<file path="src/rtl/busrec_pkg.sv">
`timescale 1ns/1ps
// Package busrec_pkg
// Shared state type and line-drive decode for the bus recovery sequencer.
// Assumes lines are open-drain: a drive value of 1 pulls low, 0 releases.
package busrec_pkg;

    typedef enum logic [2:0] {
        ST_IDLE,
        ST_PRE,
        ST_START1,
        ST_HOLD,
        ST_CLK_LO,
        ST_CLK_HI,
        ST_START2,
        ST_STOP
    } rec_state_e;

    typedef struct packed {
        logic scl_pull;
        logic sda_pull;
    } line_drive_t;

    // Map a sequencer state to the pull-low enables of both lines.
    function automatic line_drive_t drive_for(rec_state_e s);
        line_drive_t d;
        case (s)
            ST_START1: d = '{scl_pull: 1'b0, sda_pull: 1'b1};
            ST_HOLD:   d = '{scl_pull: 1'b1, sda_pull: 1'b1};
            ST_CLK_LO: d = '{scl_pull: 1'b1, sda_pull: 1'b0};
            ST_START2: d = '{scl_pull: 1'b0, sda_pull: 1'b1};
            default:   d = '{scl_pull: 1'b0, sda_pull: 1'b0};
        endcase
        return d;
    endfunction

endpackage

</file>
<file path="src/rtl/half_timer.sv">
`timescale 1ns/1ps
// Module half_timer
// Counts system clocks while run is high and pulses tick on the last cycle
// of every half-period. Assumes HALF_PERIOD >= 2. The count is held at zero
// while run is low, so the first phase after run rises is full length.
module half_timer #(
    parameter int HALF_PERIOD = 250
) (
    input  logic clk,
    input  logic rst_n,
    input  logic run,
    output logic tick
);
    localparam int CNT_W = $clog2(HALF_PERIOD + 1);
    localparam logic [CNT_W-1:0] LAST = CNT_W'(HALF_PERIOD - 1);

    logic [CNT_W-1:0] cnt_q;

    // Flag the final cycle of the current half-period.
    assign tick = run && (cnt_q == LAST);

    // Advance the count, restarting on each tick or when stopped.
    always_ff @(posedge clk) begin
        if (!rst_n || !run || tick) begin
            cnt_q <= '0;
        end else begin
            cnt_q <= cnt_q + 1'b1;
        end
    end
endmodule

</file>
<file path="src/rtl/recovery_fsm.sv">
`timescale 1ns/1ps
// Module recovery_fsm
// Steps through the recovery phases, one phase per timer tick: pre-idle,
// start, hold, NUM_CLOCKS low/high clock pairs, second start, stop.
// Exposes the next state so that the line register can align with it.
// Assumes start_req is only acted on in ST_IDLE.
module recovery_fsm
    import busrec_pkg::*;
#(
    parameter int NUM_CLOCKS = 9
) (
    input  logic       clk,
    input  logic       rst_n,
    input  logic       start_req,
    input  logic       tick,
    output rec_state_e state_q,
    output rec_state_e state_d,
    output logic       done
);
    localparam int CLK_W = $clog2(NUM_CLOCKS + 1);
    localparam logic [CLK_W-1:0] LAST_CLK = CLK_W'(NUM_CLOCKS - 1);

    logic [CLK_W-1:0] clk_cnt_q;
    logic [CLK_W-1:0] clk_cnt_d;

    // Choose the next phase and the next dummy-clock count.
    always_comb begin
        state_d   = state_q;
        clk_cnt_d = clk_cnt_q;
        case (state_q)
            ST_IDLE: begin
                clk_cnt_d = '0;
                if (start_req) state_d = ST_PRE;
            end
            ST_PRE:    if (tick) state_d = ST_START1;
            ST_START1: if (tick) state_d = ST_HOLD;
            ST_HOLD:   if (tick) state_d = ST_CLK_LO;
            ST_CLK_LO: if (tick) state_d = ST_CLK_HI;
            ST_CLK_HI: begin
                if (tick) begin
                    if (clk_cnt_q == LAST_CLK) begin
                        state_d = ST_START2;
                    end else begin
                        clk_cnt_d = clk_cnt_q + 1'b1;
                        state_d   = ST_CLK_LO;
                    end
                end
            end
            ST_START2: if (tick) state_d = ST_STOP;
            ST_STOP:   if (tick) state_d = ST_IDLE;
            default:   state_d = ST_IDLE;
        endcase
    end

    // Register the phase, the clock count and the end-of-sequence pulse.
    always_ff @(posedge clk) begin
        if (!rst_n) begin
            state_q   <= ST_IDLE;
            clk_cnt_q <= '0;
            done      <= 1'b0;
        end else begin
            state_q   <= state_d;
            clk_cnt_q <= clk_cnt_d;
            done      <= (state_q == ST_STOP) && tick;
        end
    end
endmodule

</file>
<file path="src/rtl/line_driver.sv">
`timescale 1ns/1ps
// Module line_driver
// Registers the pull-low enables for SCL and SDA from the next sequencer
// state, so that the pins come straight from flops and change on the same
// edge as the state. Assumes a released line is pulled high externally.
module line_driver
    import busrec_pkg::*;
(
    input  logic       clk,
    input  logic       rst_n,
    input  rec_state_e state_d,
    output logic       scl_pull,
    output logic       sda_pull
);
    line_drive_t drv_q;

    // Capture the decoded drive for the upcoming phase.
    always_ff @(posedge clk) begin
        if (!rst_n) begin
            drv_q <= '0;
        end else begin
            drv_q <= drive_for(state_d);
        end
    end

    assign scl_pull = drv_q.scl_pull;
    assign sda_pull = drv_q.sda_pull;
endmodule

</file>
<file path="src/rtl/bus_recovery_seq.sv">
`timescale 1ns/1ps
// Module bus_recovery_seq
// Controller-side two-wire bus recovery: on start_req it emits a start,
// nine dummy SCL clocks with SDA released, a second start and a stop, then
// leaves both lines released. Outputs are open-drain pull-low enables.
// Assumes HALF_PERIOD >= 2 system clocks per SCL half-period.
module bus_recovery_seq
    import busrec_pkg::*;
#(
    parameter int HALF_PERIOD = 250,
    parameter int NUM_CLOCKS  = 9
) (
    input  logic clk,
    input  logic rst_n,
    input  logic start_req,
    output logic busy,
    output logic done,
    output logic scl_pull,
    output logic sda_pull
);
    rec_state_e state_q;
    rec_state_e state_d;
    logic       tick;

    // Busy covers every phase other than idle.
    assign busy = (state_q != ST_IDLE);

    half_timer #(.HALF_PERIOD(HALF_PERIOD)) u_timer (
        .clk   (clk),
        .rst_n (rst_n),
        .run   (busy),
        .tick  (tick)
    );

    recovery_fsm #(.NUM_CLOCKS(NUM_CLOCKS)) u_fsm (
        .clk       (clk),
        .rst_n     (rst_n),
        .start_req (start_req),
        .tick      (tick),
        .state_q   (state_q),
        .state_d   (state_d),
        .done      (done)
    );

    line_driver u_lines (
        .clk      (clk),
        .rst_n    (rst_n),
        .state_d  (state_d),
        .scl_pull (scl_pull),
        .sda_pull (sda_pull)
    );
endmodule

</file>
<file path="config.mk">
export PLATFORM = sky130hd
export DESIGN_NAME = bus_recovery_seq
export DESIGN_NICKNAME = d
export VERILOG_FILES = /design/src/rtl/busrec_pkg.sv /design/src/rtl/half_timer.sv /design/src/rtl/recovery_fsm.sv /design/src/rtl/line_driver.sv /design/src/rtl/bus_recovery_seq.sv
export SDC_FILE = /design/constraint.sdc
export NUM_CORES = 1
export LEC_CHECK = 0
export BUFFER_PORTS_ARGS = -buffer_cell sky130_fd_sc_hd__buf_2
export CAP_MARGIN = 20
export CORE_MARGIN = 1
export CORE_UTILIZATION = 30
export CTS_CLUSTER_DIAMETER = 30
export CTS_CLUSTER_SIZE = 16
export DETAILED_ROUTE_END_ITERATION = 8
export SLEW_MARGIN = 15
export SYNTH_ARGS = -nofsm -noshare
export SYNTH_HDL_FRONTEND = slang
export SYNTH_HIERARCHICAL = 1
export SYNTH_SLANG_ARGS = --single-unit
</file>
<file path="constraint.sdc">
create_clock -name clk -period 2.3 [get_ports clk]
set_clock_uncertainty 0.2 [all_clocks]
set_input_delay 0.345 -clock clk [delete_from_list [all_inputs] [get_ports clk]]
set_output_delay 0.345 -clock clk [all_outputs]
set_load 0.01 [all_outputs]
</file>
==> flow_summary.toml <==
[run_status]
status = "complete, but fails checks"
violations = "DRC"

[run]
maxCapViolations = 0

[global_routing]
grt_overflow = 0
grt_max_degree = 13
grt_antenna_before_repair = 0
grt_pass1_wl_mm = 2.78
grt_util_all_layers = 0.111
grt_pass1_vias = 644

[final_layout]
drive_gt1_frac = 0.272
syn2layout_area_growth_pct = 18.0
final_core_util = 0.377
fin_area_um2 = 1060
nFillCells = 287
finish.net_count = 122
num_antenna_cells = 0

[clock_network]
htree_levels = 1
clock_sinks = 18
clkTransAtPathRegs_ns = 0.11
hold_buffers = 0
clock_path_buffers = 2
cts_buffers = 3
cts_root_buffer = "clkbuf_4"
clock_latency_ns = 0.29
cts_tree = "yes"

[placement]
place_congestion = 0.766
place_area_um2 = 995
numPortBuffers = 6
dp_hpwl_mm = 1.21

[drt]
routed-wl-met3_um = 75
wl_met1_um = 856
antenna_left = 0
routed_wl_mm = 1.73
maxUsedRoutingLayer = "met4"
route.met2.wl_um = 769
num_vias = 758
route.detailed.drc = 2
wl_per_cell_um = 11.9
drtPass1Iterations = 6
vias_per_cell = 5.23
drt_iter0_drc = 20

[synthesis]
async_flop_share = 0
synth.distinct_cells = 39
synth_area_um2 = 897
synth_largest_area_cell = "dfxtp_1"
syn_inst = 98
syn_nets = 105
synth_top_cell_area_share = 0.402
yosysWarnings = 6
synthTopCellsByArea = "dfxtp_1 40%, ha_1 5.6%, nand2_1 4.6%"
postSynthAreaPerCell_um2 = 9.15
synth_flop_cell = "dfxtp_1"
synth-edff-count = 0
ys_ff_latch = 18
seq_area_frac_synth = 0.402

[sta]
setup_viol = 0
slew_headroom = 0.599
maxSlewViolCount = 0
period_minus_slack_ns = 2.20
worst_slew_pin_slew_ns = 0.596
fin_crit_sh = 0.958
fmax_mhz = 454
tns_ns = 0
whs_ns = 0.164
finalHoldViolations = 0
rsz0062_at_grt = "false"

[floorplanning]
ios = 7
die_w_um = 56.7
die_h_um = 56.7
die-area_um2 = 3210
row_count = 19
initial_core_util = 0.320
core_area_um2 = 2810

[worst_hold_path]
min_path_type = "input port to register"

[setup_path]
critPathMaxFanout = 3
cp.arrival_ns = 2.25
required_ns = 2.35
crit_path_end_kind = "register"
reg2reg_setup_slack_ns = 0.1
worstSetupStartpointType = "register"
path_class = "register to register"

[power]
max-vdd-ir-drop_uv = 202
power_mw = 0.550
p_leak_nw = 0.422
power_density_nw_per_um2 = 520
[synth_stat cells, types with 3 or more instances]
cell,n
nand2_1,11
or3_1,3
inv_1,5
dfxtp_1,18
nor2_1,10
nand3_1,5
ha_1,4
xor2_1,3
[registers in the layout, indices dropped and copies added, names as in the netlist]
name	flops
u_fsm/done	1
u_timer/cnt_q	8
u_lines/sda_pull	1
u_fsm/state_q	3
u_fsm/clk_cnt_q	4
u_lines/scl_pull	1
[area by class of cell]
type	instances	area [um2]	area share
Timing Repair Buffer	15	97.6	0.0922
Multi-Input combinational cell	72	505	0.478
Sequential cell	18	362	0.342
Tap cell	31	38.8	0.0366
Clock buffer	4	36.3	0.0343
Inverter	5	18.8	0.0177
[path summary, 6_finish.rpt]
| path | start | to | cells past startpoint |
|---|---|---|---|
| max reg2reg | u_fsm/state_q[1] | u_fsm/clk_cnt_q[2] | 8 |
| min reg2reg | u_timer/cnt_q[6] | u_timer/cnt_q[6] | 2 |
| min | rst_n | u_lines/sda_pull | 3 |
| max | u_fsm/state_q[1] | u_fsm/clk_cnt_q[2] | 8 |
[worst max-delay path, cell delays in order (launching register included)]
cell and delay, ns:
dfxtp_1 0.33, or3_4 0.39, and3b_2 0.24, and3_4 0.19, and3b_2 0.25, nor4_4 0.06
buf_4 0.15, a211oi_1 0.23, a31o_2 0.14
[metal layers]
layer,up-vias,global-route usage
li1,381,-
met1,354,0.139
met4,0,0.0536
met3,2,0.0346
met2,21,0.170
met5,-,0
[power by group]
part           leakage, nW  switching [mW]  internal, mW  total, mW
sequential           0.146         0.00126         0.314      0.315
combinational        0.255          0.0203        0.0164     0.0367
clock               0.0210           0.102        0.0965      0.198
total                0.422           0.123         0.427      0.550
[cells by family after synthesis]
kind of cell	synth area share
compound gates	0.127
xor+xnor	0.0488
fa+ha+maj	0.0558
buf+inv	0.0474
flops	0.402
mux	0.0251
simple gates	0.294
[through the flow]
stage               cells  worst slack (ns)
floorplan              98             0.111
global placement      139             0.174
detailed placement    139             0.116
CTS                   143            0.0875
global route          145           0.00941
finish                145            0.0968
[what timing repair did]
item                                    in CTS  in global routing
endpoints found under the hold margin        0                  0
gates resized for setup                      0                  4
setup buffers                                0                  2
endpoints found under the setup margin       0                  1
[placed cells by master (no fill, tap or decap), types with 2 or more instances in the layout]
master,count
clkbuf_4,3
and3b_2,2
nand2_1,11
a21oi_1,2
a31o_2,2
xor2_1,3
nand3_1,5
buf_2,6
nor2_1,10
inv_1,5
and2_1,2
o21ai_0,2
a211oi_1,2
ha_1,4
buf_4,9
or3_1,2
dfxtp_1,17
xnor2_1,2
o22ai_1,2
nand4_1,2
No activity file was read; power rests on OpenSTA's default activity.
